### config.mk
export PLATFORM = sky130hd
export DESIGN_NAME = dock_ctr_unit
export DESIGN_NICKNAME = d
export VERILOG_FILES = /design/src/rtl/dock_ctr_pkg.sv /design/src/rtl/dock_outer_ctr.sv /design/src/rtl/dock_inner_ctr.sv /design/src/rtl/dock_data_latch.sv /design/src/rtl/dock_ctr_unit.sv
export SDC_FILE = /design/constraint.sdc
export NUM_CORES = 1
export LEC_CHECK = 0
export ABC_AREA = 1
export BUFFER_PORTS_ARGS = -buffer_cell sky130_fd_sc_hd__buf_2
export CORE_ASPECT_RATIO = 1.5
export CORE_MARGIN = 2
export CORE_UTILIZATION = 40
export DETAILED_ROUTE_END_ITERATION = 10
export PLACE_DENSITY = 0.7
export SYNTH_ARGS = -nofsm -noshare
export SYNTH_HDL_FRONTEND = slang
export SYNTH_SLANG_ARGS = --single-unit
### constraint.sdc
create_clock -name clk -period 3.6 [get_ports clk]
set_clock_uncertainty 0.05 [all_clocks]
set_input_delay 0.54 -clock clk [delete_from_list [all_inputs] [get_ports clk]]
set_output_delay 0.54 -clock clk [all_outputs]
set_load 0.005 [all_outputs]
### src/rtl/dock_ctr_pkg.sv
package dock_ctr_pkg;
   typedef enum logic [1:0] {
      OPC_IDLE  = 2'b00,
      OPC_SET   = 2'b01,
      OPC_SHIFT = 2'b10,
      OPC_MOVE  = 2'b11
   } opc_t;

   localparam logic [3:0] DST_OUTER = 4'b1000;
   localparam logic [3:0] DST_INNER = 4'b0100;
   localparam logic [3:0] DST_LATCH = 4'b0010;
   localparam logic [3:0] DST_FLAGS = 4'b0001;

   localparam logic [1:0] SRC_IMM     = 2'b00;
   localparam logic [1:0] SRC_LATCH   = 2'b01;
   localparam logic [1:0] SRC_SPECIAL = 2'b10;
   localparam logic [1:0] SRC_HOLD    = 2'b11;
endpackage

### src/rtl/dock_outer_ctr.sv
module dock_outer_ctr #(
   parameter int CW = 6
) (
   input  logic          clk,
   input  logic          rst_n,
   input  logic          clear_i,
   input  logic          load_i,
   input  logic [CW-1:0] load_val_i,
   input  logic          dec_i,
   output logic [CW-1:0] cnt_o
);
   localparam logic [CW-1:0] ZERO = '0;
   localparam logic [CW-1:0] ONE  = {{(CW-1){1'b0}}, 1'b1};

   logic [CW-1:0] cnt_q;

   generate
      if (CW < 1) begin : g_bad_cw
         $error("dock_outer_ctr: CW must be at least 1");
      end
   endgenerate

   always_ff @(posedge clk) begin
      if (!rst_n)                       cnt_q <= ZERO;
      else if (clear_i)                 cnt_q <= ZERO;
      else if (load_i)                  cnt_q <= load_val_i;
      else if (dec_i && cnt_q != ZERO)  cnt_q <= cnt_q - ONE;
   end

   assign cnt_o = cnt_q;


   olc_floor_chk: assert property (@(posedge clk) disable iff (!rst_n)
      dec_i && !clear_i && !load_i && cnt_q == ZERO |=> cnt_q == ZERO);

   olc_dec_chk: assert property (@(posedge clk) disable iff (!rst_n)
      dec_i && !clear_i && !load_i && cnt_q != ZERO |=> cnt_q == $past(cnt_q) - ONE);

   olc_abort_chk: assert property (@(posedge clk) disable iff (!rst_n)
      clear_i |=> cnt_q == ZERO);
endmodule

### src/rtl/dock_inner_ctr.sv
module dock_inner_ctr #(
   parameter int CW = 6
) (
   input  logic          clk,
   input  logic          rst_n,
   input  logic          force_one_i,
   input  logic          load_i,
   input  logic [CW-1:0] load_val_i,
   input  logic          inf_set_i,
   input  logic          step_i,
   output logic [CW-1:0] cnt_o,
   output logic          inf_o
);
   localparam logic [CW-1:0] ZERO = '0;
   localparam logic [CW-1:0] ONE  = {{(CW-1){1'b0}}, 1'b1};

   logic [CW-1:0] cnt_q;
   logic          inf_q;

   always_ff @(posedge clk) begin
      if (!rst_n) begin
         cnt_q <= ONE;
         inf_q <= 1'b0;
      end else if (force_one_i) begin
         cnt_q <= ONE;
         inf_q <= 1'b0;
      end else if (load_i) begin
         cnt_q <= load_val_i;
         inf_q <= 1'b0;
      end else if (inf_set_i) begin
         cnt_q <= ZERO;
         inf_q <= 1'b1;
      end else if (step_i && !inf_q) begin
         cnt_q <= (cnt_q > ONE) ? cnt_q - ONE : ONE;
      end
   end

   assign cnt_o = cnt_q;
   assign inf_o = inf_q;


   inf_hold_chk: assert property (@(posedge clk) disable iff (!rst_n)
      step_i && inf_q && !force_one_i && !load_i |=> inf_q);

   ilc_step_chk: assert property (@(posedge clk) disable iff (!rst_n)
      step_i && !inf_q && cnt_q > ONE && !force_one_i && !load_i && !inf_set_i
      |=> cnt_q == $past(cnt_q) - ONE);

   ilc_abort_chk: assert property (@(posedge clk) disable iff (!rst_n)
      force_one_i |=> cnt_q == ONE && !inf_q);
endmodule

### src/rtl/dock_data_latch.sv
module dock_data_latch #(
   parameter int DW  = 37,
   parameter int SHW = 19,
   parameter int LW  = 14
) (
   input  logic           clk,
   input  logic           rst_n,
   input  logic           cap_i,
   input  logic [DW-1:0]  din_i,
   input  logic           set_i,
   input  logic           ext_i,
   input  logic           shift_i,
   input  logic [SHW-1:0] imm_i,
   output logic [DW-1:0]  q_o
);
   logic [DW-1:0] q;
   logic [DW-1:0] set_val;
   logic [DW-1:0] shift_val;

   generate
      if (LW < DW) begin : g_fill
         assign set_val = {{(DW-LW){ext_i}}, imm_i[LW-1:0]};
      end else begin : g_nofill
         assign set_val = imm_i[DW-1:0];
      end
      if (SHW < DW) begin : g_shift
         assign shift_val = {q[DW-SHW-1:0], imm_i};
      end else begin : g_bad_shw
         $error("dock_data_latch: SHW must be below DW");
      end
      if (LW > SHW) begin : g_bad_lw
         $error("dock_data_latch: LW must not exceed SHW");
      end
   endgenerate

   always_ff @(posedge clk) begin
      if (!rst_n)       q <= '0;
      else if (cap_i)   q <= din_i;
      else if (set_i)   q <= set_val;
      else if (shift_i) q <= shift_val;
   end

   assign q_o = q;


   shift_low_chk: assert property (@(posedge clk) disable iff (!rst_n)
      shift_i && !cap_i && !set_i |=> q[SHW-1:0] == $past(imm_i));

   shift_high_chk: assert property (@(posedge clk) disable iff (!rst_n)
      shift_i && !cap_i && !set_i |=> q[DW-1:SHW] == $past(q[DW-SHW-1:0]));

   set_low_chk: assert property (@(posedge clk) disable iff (!rst_n)
      set_i && !cap_i |=> q[LW-1:0] == $past(imm_i[LW-1:0]));
endmodule

### src/rtl/dock_ctr_unit.sv
module dock_ctr_unit
   import dock_ctr_pkg::*;
#(
   parameter int DW  = 37,
   parameter int CW  = 6,
   parameter int SHW = 19,
   parameter int LW  = 14
) (
   input  logic           clk,
   input  logic           rst_n,
   input  logic           exec_i,
   input  logic [1:0]     op_i,
   input  logic [3:0]     set_dst_i,
   input  logic [1:0]     set_src_i,
   input  logic           set_ext_i,
   input  logic [SHW-1:0] imm_i,
   input  logic           mv_intr_i,
   input  logic           mv_cap_i,
   input  logic           torp_i,
   input  logic [DW-1:0]  din_i,
   output logic [CW-1:0]  olc_o,
   output logic           olc_zero_o,
   output logic [CW-1:0]  ilc_o,
   output logic           ilc_zero_o,
   output logic           ilc_inf_o,
   output logic [DW-1:0]  latch_o,
   output logic           move_go_o,
   output logic           move_done_o,
   output logic           torp_take_o
);
   localparam logic [CW-1:0] ONE = {{(CW-1){1'b0}}, 1'b1};

   generate
      if (CW > SHW || CW > DW) begin : g_bad_cw
         $error("dock_ctr_unit: CW must fit in the immediate and the latch");
      end
   endgenerate

   opc_t opc;
   logic is_set, is_shift, is_move, abort;
   logic dst_outer, dst_inner, dst_latch;
   logic src_load;
   logic [CW-1:0] ctr_val;

   assign opc      = opc_t'(op_i);
   assign is_set   = exec_i && opc == OPC_SET;
   assign is_shift = exec_i && opc == OPC_SHIFT;
   assign is_move  = exec_i && opc == OPC_MOVE;
   assign abort    = is_move && mv_intr_i && torp_i;

   assign dst_outer = is_set && set_dst_i == DST_OUTER;
   assign dst_inner = is_set && set_dst_i == DST_INNER;
   assign dst_latch = is_set && set_dst_i == DST_LATCH;
   assign src_load  = set_src_i == SRC_IMM || set_src_i == SRC_LATCH;
   assign ctr_val   = (set_src_i == SRC_LATCH) ? latch_o[CW-1:0] : imm_i[CW-1:0];

   assign move_go_o   = is_move && !abort && (ilc_inf_o || ilc_o != '0);
   assign move_done_o = is_move && (abort || (!ilc_inf_o && ilc_o <= ONE));
   assign torp_take_o = abort;

   dock_outer_ctr #(.CW(CW)) u_outer (
      .clk        (clk),
      .rst_n      (rst_n),
      .clear_i    (abort),
      .load_i     (dst_outer && src_load),
      .load_val_i (ctr_val),
      .dec_i      (dst_outer && set_src_i == SRC_SPECIAL),
      .cnt_o      (olc_o)
   );

   dock_inner_ctr #(.CW(CW)) u_inner (
      .clk         (clk),
      .rst_n       (rst_n),
      .force_one_i (abort),
      .load_i      (dst_inner && src_load),
      .load_val_i  (ctr_val),
      .inf_set_i   (dst_inner && set_src_i == SRC_SPECIAL),
      .step_i      (is_move && !abort),
      .cnt_o       (ilc_o),
      .inf_o       (ilc_inf_o)
   );

   dock_data_latch #(.DW(DW), .SHW(SHW), .LW(LW)) u_latch (
      .clk     (clk),
      .rst_n   (rst_n),
      .cap_i   (move_go_o && mv_cap_i),
      .din_i   (din_i),
      .set_i   (dst_latch),
      .ext_i   (set_ext_i),
      .shift_i (is_shift),
      .imm_i   (imm_i),
      .q_o     (latch_o)
   );

   assign olc_zero_o = olc_o == '0;
   assign ilc_zero_o = ilc_o == '0 && !ilc_inf_o;


   skip_reload_chk: assert property (@(posedge clk) disable iff (!rst_n)
      is_move && !abort && ilc_zero_o |=> ilc_o == ONE && !ilc_inf_o);

   capture_chk: assert property (@(posedge clk) disable iff (!rst_n)
      move_go_o && mv_cap_i |=> latch_o == $past(din_i));

   skip_keep_chk: assert property (@(posedge clk) disable iff (!rst_n)
      is_move && !move_go_o |=> $stable(latch_o));

   idle_keep_chk: assert property (@(posedge clk) disable iff (!rst_n)
      !exec_i |=> $stable(olc_o) && $stable(ilc_o) && $stable(ilc_inf_o) && $stable(latch_o));

   abort_excl_chk: assert property (@(posedge clk) disable iff (!rst_n)
      torp_take_o |-> move_done_o && !move_go_o);
endmodule

==> results of run 1 <==
[area by class of cell]
type                    instances  area [sq um]  area share (%)
clock inverters                 3          40.0            1.06
well taps                     100           125            3.33
multi-input cells             379          1770            46.9
inverters                      30           113            2.99
repair buffers                128           648            17.2
flip-flops and latches         50          1000            26.6
clock buffers                   5          68.8            1.83
[worst max path at each step]
stage	to	cells past startpoint	slack, ns	startpoint
2_1_floorplan	move_go_o	7	1.87	u_inner.cnt_o[0]
3_3_place_gp	u_outer.cnt_o[0]	5	1.28	rst_n
3_5_place_dp	u_outer.cnt_o[3]	5	1.24	rst_n
4_1_cts	move_done_o	7	1.26	u_inner.cnt_o[0]
5_1_grt	move_done_o	7	1.09	u_inner.cnt_o[0]
6_report	move_done_o	7	1.29	u_inner.cnt_o[0]
[per-layer routing]
layer	part of all wire [%]	up-vias	global-route usage, %
li1	-	1772	-
met1	41	1529	26.1
met2	51	125	40.2
met3	6.3	17	5.04
met4	1.9	0	7.91
met5	0	-	0
[registers in the layout, indices dropped and copies added, names as in the netlist]
signal         count
u_inner.cnt_o      6
u_latch.q_o       37
u_outer.cnt_o      6
u_inner.inf_o      1
[cell families after synthesis]
family	synth area share, %
simple gates	44.4
compound gates	11.3
flops	33.4
fa+ha+maj	1.67
buf+inv	7.69
xor+xnor	1.46
[stage by stage]
step | cells | cell area, sq um
after floorplan | 484 | 2990
after global placement | 687 | 3650
after detailed placement | 687 | 3650
after CTS | 695 | 3760
after global routing | 695 | 3760
final | 695 | 3760
[worst min-delay path, stage by stage]
cell and delay (ns):
buf_2 0.10, nand2_1 0.05, a21oi_1 0.05
[synthesized netlist by cell type]
master,n,share of area (%)
ha_1,4,1.7
nand3_4,1,0.59
inv_2,1,0.13
buf_4,2,0.50
o21ai_0,24,4.0
buf_2,13,2.2
xor2_1,2,0.59
nand3b_1,24,6.0
clkbuf_1,10,1.3
inv_1,29,3.6
nor2_1,82,10
xnor2_1,3,0.88
a211oi_1,1,0.25
nand3_1,38,6.4
nand4_1,1,0.21
a21oi_1,36,6.0
o211ai_1,3,0.75
nand2_2,1,0.21
o21bai_1,1,0.25
nand3_2,1,0.33
dfxtp_1,50,33
nor2_2,3,0.63
nor3_1,12,2.0
nand2_1,142,18
[report_power, final]
part	leakage (nW)	switching, mW	internal, mW
logic	1.54	0.137	0.111
registers	0.409	0.0249	0.586
clock network	0.0579	0.199	0.205
total	2.00	0.361	0.901
==> impl_metrics.json, run 1 <==
{
  "rsz0062_at_grt": "false",
  "fillCellCount": 814,
  "portBuffers": 125,
  "layout_setup_ws_ns": 1.29,
  "nNetsFinal": 669,
  "reg2reg_depth": 10,
  "numCtsBuffers": 5,
  "htreeDepth": 2,
  "via_count": 3443,
  "slowest_stage": "dfxtp_1",
  "overflow": 0,
  "grt_pass1_vias": 3126,
  "antenna_left": 0,
  "mostFrequentLayoutCells": "nand2_1, buf_2, nor2_1, dfxtp_1, nand3_1",
  "max_stage_delay_ns": 0.46,
  "power_mw": 1.26,
  "clk_pin_slew_ns": 0.09,
  "drv_slew": 0,
  "finalSetupTns_ns": 0,
  "core_sq_um": 7230,
  "ys_seq_area_share_pct": 33.4,
  "period_needed_ns": 2.31,
  "path_buf_inv": 2,
  "maxCapViolCount": 0,
  "io_pins": 126,
  "start_util_pct": 41.4,
  "grt_max_degree": 41,
  "post_cts_resize_count": 0,
  "whs_ns": 0.411,
  "die_w_um": 74.6,
  "cts-root-buf": "clkbuf_8",
  "drt_first_pass_iters": 5,
  "max_slew_margin_pct": 40.6,
  "syn-num-nets": 559,
  "track_usage_pct": 22.6,
  "synth_seq_cells": 50,
  "routed_wl_mm": 9.19,
  "hold_path_end": "u_latch.q_o[20]",
  "cts.sinks": 50,
  "fmax_ghz": 0.432,
  "drc": 0,
  "worstPathRequired_ns": 3.01,
  "drt_iter0_drc": 291,
  "post_synth.cell_area_avg_sq_um": 6.18,
  "cp-end-kind": "output pin",
  "grt_pass1_wl_mm": 14.3,
  "layout_commonest_cell": "nand2_1",
  "finalHoldViolCount": 0,
  "postCtsSetupBuffers": 0,
  "powerDensity_nw_per_um2": 336,
  "cts_hold_buf": 0,
  "cts_tree": "built",
  "startpoint_type": "flop",
  "vias_per_cell": 4.95,
  "clk_latency_ns": 0.32,
  "finalCritPeriodShare_pct": 64.2,
  "synthCells": 484,
  "rows": 38,
  "r2r-end": "u_latch.q_o[14]",
  "ys_types": 24,
  "path_class": "flop to output pin",
  "antenna-diode-count": 0,
  "die_y_um": 110,
  "arrival_ns": 1.72,
  "crit_top_cell": "nor2_1",
  "syn2layout_area_growth_pct": 25.7,
  "wire_per_inst_um": 13.2,
  "syn_area_sq_um": 2990,
  "critical_path.top_delay_family": "flip-flops",
  "ff2ff_setup_slack_ns": 1.47,
  "crit_path_max_fanout": 6,
  "ir_drop_mv": 0.169,
  "cts_max_path_buffers": 2,
  "place_congestion": 0.904,
  "dieArea_sq_um": 8200,
  "utilization_pct": 52.0,
  "min_path_type": "input port to flop",
  "hold_start": "din_i[20]",
  "setup_violations": 0,
  "detailedPlace.worstSlack_ns": 1.24,
  "r2r-start": "u_inner.cnt_o[0]",
  "crit_chain": "inv_1 -> ha_1 -> o211ai_1 -> nor2_1 -> nor2_1 -> nor2_1 -> buf_2",
  "hold_depth": 3,
  "antenna_found_initial": 1,
  "final_layout_size_suffix_gt1_share_pct": 24.2,
  "yosysWarningCount": 0,
  "worst_pin_slew_ns": 0.888,
  "power_leakage_nw": 2.00,
  "status": "finished, final reports clean",
  "dpl.hpwl_mm": 6.93
}
(Power assumes the default switching activity.)
==> run 2: changes to the inputs <==
==> constraint.sdc (replaced) <==
create_clock -name clk -period 2.2 [get_ports clk]
set_clock_uncertainty 0.05 [all_clocks]
set_input_delay 0.33 -clock clk [delete_from_list [all_inputs] [get_ports clk]]
set_output_delay 0.33 -clock clk [all_outputs]
set_load 0.005 [all_outputs]
==> run 2 against run 1 <==
Effect of this change:
- final cell count rose by 0.29%
- sequential power up 64%
- setup slack lost 1.1 ns
- total power is 63% higher
- clock power rose by 62%
- first-iteration DRC count shrank 29%
- non-clock buffer count is 2 higher
- core utilization grew 0.23 points
- critical path depth unchanged
- critical endpoint unchanged
==> impl_metrics.json, run 2 (synthesized netlist as in run 1, its figures left out) <==
{
  "setup_violations": 0,
  "nNetsFinal": 671,
  "reg2reg_depth": 9,
  "detailedPlace.worstSlack_ns": 0.153,
  "multiInputGateArea_sq_um": 1770,
  "rsz0062_at_grt": "false",
  "htreeDepth": 2,
  "fillCellCount": 806,
  "drc": 0,
  "antenna_found_initial": 0,
  "startpoint_type": "flop",
  "start_util_pct": 41.4,
  "antenna_left": 0,
  "power.sequential.fraction_pct": 48.5,
  "clk_latency_ns": 0.31,
  "wire_per_inst_um": 13.0,
  "crit_path_max_fanout": 6,
  "numCtsBuffers": 5,
  "grt_max_degree": 32,
  "hold_depth": 3,
  "fmax_ghz": 0.498,
  "drv_slew": 0,
  "status": "finished, final reports clean",
  "p_int_mw": 1.48,
  "cts-root-buf": "clkbuf_8",
  "dieArea_sq_um": 8200,
  "layout_setup_ws_ns": 0.194,
  "seq_area_sq_um": 1000,
  "worstPathRequired_ns": 1.82,
  "hold_start": "din_i[36]",
  "clk_pin_slew_ns": 0.10,
  "ir_drop_mv": 0.249,
  "largest_reg_flops": 37,
  "cts.sinks": 50,
  "cts_hold_buf": 0,
  "syn2layout_area_growth_pct": 26.2,
  "antenna-diode-count": 0,
  "finalCritPeriodShare_pct": 91.2,
  "power_leakage_nw": 2.01,
  "p_comb_share_pct": 19.7,
  "cp-end-kind": "output pin",
  "ff2ff_setup_slack_ns": 0.36,
  "r2r-start": "u_inner.cnt_o[1]",
  "powerDensity_nw_per_um2": 546,
  "whs_ns": 0.209,
  "core_sq_um": 7230,
  "worst_pin_slew_ns": 1.14,
  "grt_pass1_vias": 3138,
  "via_count": 3482,
  "portBuffers": 125,
  "io_pins": 126,
  "cts_tree": "built",
  "rows": 38,
  "drt_first_pass_iters": 4,
  "arrival_ns": 1.63,
  "period_needed_ns": 2.01,
  "finalSetupTns_ns": 0,
  "overflow": 0,
  "hold_path_end": "u_latch.q_o[36]",
  "place_congestion": 0.916,
  "final_layout_size_suffix_gt1_share_pct": 24.6,
  "r2r-end": "u_latch.q_o[9]",
  "routed_wl_mm": 9.04,
  "grt_pass1_wl_mm": 14.2,
  "die_w_um": 74.6,
  "die_y_um": 110,
  "maxCapViolCount": 0,
  "finalHoldViolCount": 0,
  "cts_max_path_buffers": 2,
  "min_path_type": "input port to flop",
  "layout_commonest_cell": "nand2_1",
  "mostFrequentLayoutCells": "nand2_1, buf_2, nor2_1, dfxtp_1, nand3_1",
  "drt_iter0_drc": 208,
  "power.share.clock_pct": 31.7,
  "track_usage_pct": 22.1,
  "dpl.hpwl_mm": 6.80,
  "vias_per_cell": 5.00,
  "max_slew_margin_pct": 23.6,
  "postCtsSetupBuffers": 0,
  "path_class": "flop to output pin",
  "switchingPower_uw": 586,
  "switching_share_pct": 28.4
}
run 2: cell count changes in the layout (fill, tap and decap cells not counted), sizes merged:
| cell | delta |
|---|---|
| buf | +2 |
run 2: cell type report:
type / instances / area share (%)
multi-input cells: 379 / 46.7
well taps: 100 / 3.31
clock buffers: 5 / 1.82
clock inverters: 3 / 1.06
inverters: 30 / 2.98
repair buffers: 130 / 17.6
flip-flops and latches: 50 / 26.5
run 2: how the worst max path moves through the flow:
stage                       to  slack [ns]  depth (start not counted)        startpoint
6_report           move_done_o        0.19                          7  u_inner.cnt_o[0]
5_1_grt            move_done_o        0.08                          7  u_inner.cnt_o[0]
4_1_cts            move_done_o        0.09                          7  u_inner.cnt_o[0]
3_5_place_dp   u_latch.q_o[32]        0.15                          7           op_i[1]
3_3_place_gp   u_latch.q_o[29]        0.14                          7           op_i[1]
2_1_floorplan  u_latch.q_o[11]        0.63                         10  u_inner.cnt_o[0]
run 2: layer usage:
layer	wire (um)	global-route usage [%]	part of all wire, %	vias up
met5	0	0	0	-
met4	160	8.29	1.8	0
met3	488	3.48	5.4	21
met2	4570	38.8	51	121
met1	3820	26.4	42	1565
li1	-	-	-	1775
run 2: worst max-delay path, stage by stage (launching register included):
cell      delay [ns]
dfxtp_2         0.40
inv_1           0.06
ha_1            0.24
o211ai_1        0.29
nor2_1          0.07
nor2_1          0.10
nor2_1          0.04
buf_2           0.12
run 2: power by group through the flow:
| stage | clock, mW | sequential (mW) | combinational (mW) |
|---|---|---|---|
| after floorplan | 0 | 1.02 | 0.232 |
| after CTS | 0.670 | 1.00 | 0.409 |
| after detailed placement | 0 | 1.02 | 0.407 |
| after global placement | 0 | 1.02 | 0.403 |
| after global routing | 0.690 | 1.01 | 0.464 |
| final | 0.654 | 1.00 | 0.407 |
run 2: repair_timing:
item                                    4_1_cts  5_1_grt
hold endpoints to repair                      0        0
gates resized for setup                       0        1
endpoints found under the setup margin        0        1
run 2: stage by stage:
step	instance area [sq um]	utilization, %	std cells	power [mW]
global placement	3670	50.7	689	1.42
floorplan	2990	-	484	1.25
CTS	3780	52.3	697	2.08
finish	3780	52.3	697	2.06
global route	3780	52.3	697	2.16
detailed placement	3670	50.7	689	1.43
==> run 3: changes to the inputs <==
--- a/config.mk
+++ b/config.mk
@@ -8,7 +8,7 @@
 export ABC_AREA = 1
 export BUFFER_PORTS_ARGS = -buffer_cell sky130_fd_sc_hd__buf_2
 export CORE_ASPECT_RATIO = 1.5
-export CORE_MARGIN = 2
+export CORE_MARGIN = 1.5
 export CORE_UTILIZATION = 40
 export DETAILED_ROUTE_END_ITERATION = 10
 export PLACE_DENSITY = 0.7
==> run 3 against run 2 <==
Effect of this change:
- clock-buffer cell count stayed put
- largest power group unchanged
- register-to-register slack worse by 0.09 ns
- sequential power hardly changed
- die area is 2.2% lower
- largest cell class unchanged
- maximum frequency is 2.9% lower
- routed wire length is 0.71% lower
- final area is 0.50% higher
- setup slack worse by 0.060 ns
==> impl_metrics.json, run 3 (synthesized netlist as in run 1, its figures left out) <==
{
  "status": "finished, final reports clean",
  "syn2layout_area_growth_pct": 26.8,
  "die_w_um": 73.6,
  "grt_pass1_wl_mm": 14.3,
  "seq_area_sq_um": 1000,
  "largest_reg_flops": 37,
  "max_stage_delay_ns": 0.46,
  "max_slew_margin_pct": 21.0,
  "power_leakage_nw": 2.01,
  "rows": 38,
  "vias_per_cell": 4.99,
  "hold_depth": 3,
  "drt_iter0_drc": 289,
  "clk_latency_ns": 0.31,
  "path_class": "flop to output pin",
  "start_util_pct": 41.4,
  "drv_slew": 0,
  "cts_max_path_buffers": 2,
  "antenna-diode-count": 0,
  "period_needed_ns": 2.07,
  "finalHoldViolCount": 0,
  "arrival_ns": 1.69,
  "finalCritPeriodShare_pct": 93.9,
  "multiInputGateArea_sq_um": 1770,
  "detailedPlace.worstSlack_ns": 0.0727,
  "antenna_left": 0,
  "cts.sinks": 50,
  "layout_commonest_cell": "nand2_1",
  "wire_per_inst_um": 12.8,
  "finalSetupTns_ns": 0,
  "slowest_stage": "dfxtp_1",
  "via_count": 3487,
  "htreeDepth": 2,
  "overflow": 0,
  "worst_pin_slew_ns": 1.18,
  "min_path_type": "input port to flop",
  "maxCapViolCount": 0,
  "worstPathRequired_ns": 1.82,
  "place_congestion": 0.913,
  "crit_start": "u_inner.cnt_o[0]",
  "track_usage_pct": 22.4,
  "die_y_um": 109,
  "crit_chain": "inv_1 -> ha_1 -> o211ai_1 -> nor2_1 -> nor2_1 -> nor2_1 -> buf_2",
  "r2r-start": "u_inner.cnt_o[0]",
  "postCtsSetupBuffers": 0,
  "cts-root-buf": "clkbuf_8",
  "startpoint_type": "flop",
  "cp-end-kind": "output pin",
  "numCtsBuffers": 5,
  "fmax_ghz": 0.484,
  "powerDensity_nw_per_um2": 545,
  "fillCellCount": 805,
  "io_pins": 126,
  "nNetsFinal": 673,
  "hold_start": "din_i[31]",
  "cts_hold_buf": 0,
  "routed_wl_mm": 8.97,
  "layout_setup_ws_ns": 0.134,
  "hold_path_end": "u_latch.q_o[31]",
  "dieArea_sq_um": 8020,
  "reg2reg_depth": 9,
  "cts_tree": "built",
  "grt_pass1_vias": 3182,
  "portBuffers": 125,
  "grt_max_degree": 32,
  "ff2ff_setup_slack_ns": 0.27,
  "clk_pin_slew_ns": 0.10,
  "r2r-end": "u_latch.q_o[35]",
  "setup_violations": 0,
  "post_cts_resize_count": 0,
  "drt_first_pass_iters": 5,
  "rsz0062_at_grt": "false",
  "final_layout_size_suffix_gt1_share_pct": 24.7,
  "crit_top_cell": "nor2_1",
  "mostFrequentLayoutCells": "nand2_1, buf_2, nor2_1, dfxtp_1, nand3_1",
  "ir_drop_mv": 0.253,
  "core_sq_um": 7230,
  "antenna_found_initial": 1,
  "drc": 0,
  "crit_path_max_fanout": 6,
  "dpl.hpwl_mm": 6.74
}
-- run 3: cell types whose count changed in the layout (fill, tap and decap cells not counted) --
cell,delta
dfxtp_1,+1
buf_4,+2
dfxtp_2,-1
clkinv_2,-2
clkinvlp_4,+2
-- run 3: where the power goes --
part,leakage (nW),internal (mW),switching [mW]
Sequential,0.409,0.959,0.0406
Combinational,1.55,0.184,0.224
Clock,0.0504,0.339,0.324
Total,2.01,1.48,0.589
-- run 3: layout make-up --
cell class | count | area share, %
inverter | 30 | 2.97
clock buffer | 5 | 1.81
sequential | 50 | 26.4
timing repair buffer | 132 | 17.9
clock inverter | 3 | 1.19
multi-input combinational | 379 | 46.5
tap | 100 | 3.30
-- run 3: per-layer routing --
metal  GRT usage [%]  part of all wire, %  up-vias
li1                -                    -     1780
met5               0                    0        -
met2            39.6                   50      136
met4            8.07                  2.4        0
met1            27.1                   41     1552
met3            3.33                  6.4       19
-- run 3: per-stage QoR --
step	utilization (%)	power [mW]	hold WS (ns)	cells	area [sq um]
finish	52.5	2.07	0.204	699	3800
global route	52.5	2.18	0.211	699	3800
CTS	52.5	2.09	0.202	699	3800
detailed placement	51.0	1.43	0.461	691	3680
global placement	51.0	1.42	0.452	691	3680
floorplan	-	1.25	0.421	484	2990
-- run 3: worst max path at each step --
stage / end / cells after the start
after floorplan: u_latch.q_o[11] / 10
after global placement: u_latch.q_o[18] / 7
after detailed placement: u_latch.q_o[27] / 7
after CTS: move_done_o / 7
after global routing: move_done_o / 7
final: move_done_o / 7
-- run 3: worst max-delay path, delay by kind of cell (launching register included) --
| kind | cells | cell delay [ns] |
|---|---|---|
| adder cells (fa/ha/maj) | 1 | 0.25 |
| AO/OA/AOI/OAI | 1 | 0.27 |
| flip-flops | 1 | 0.46 |
| AND/OR/NAND/NOR | 3 | 0.20 |
| buffers and inverters | 2 | 0.20 |
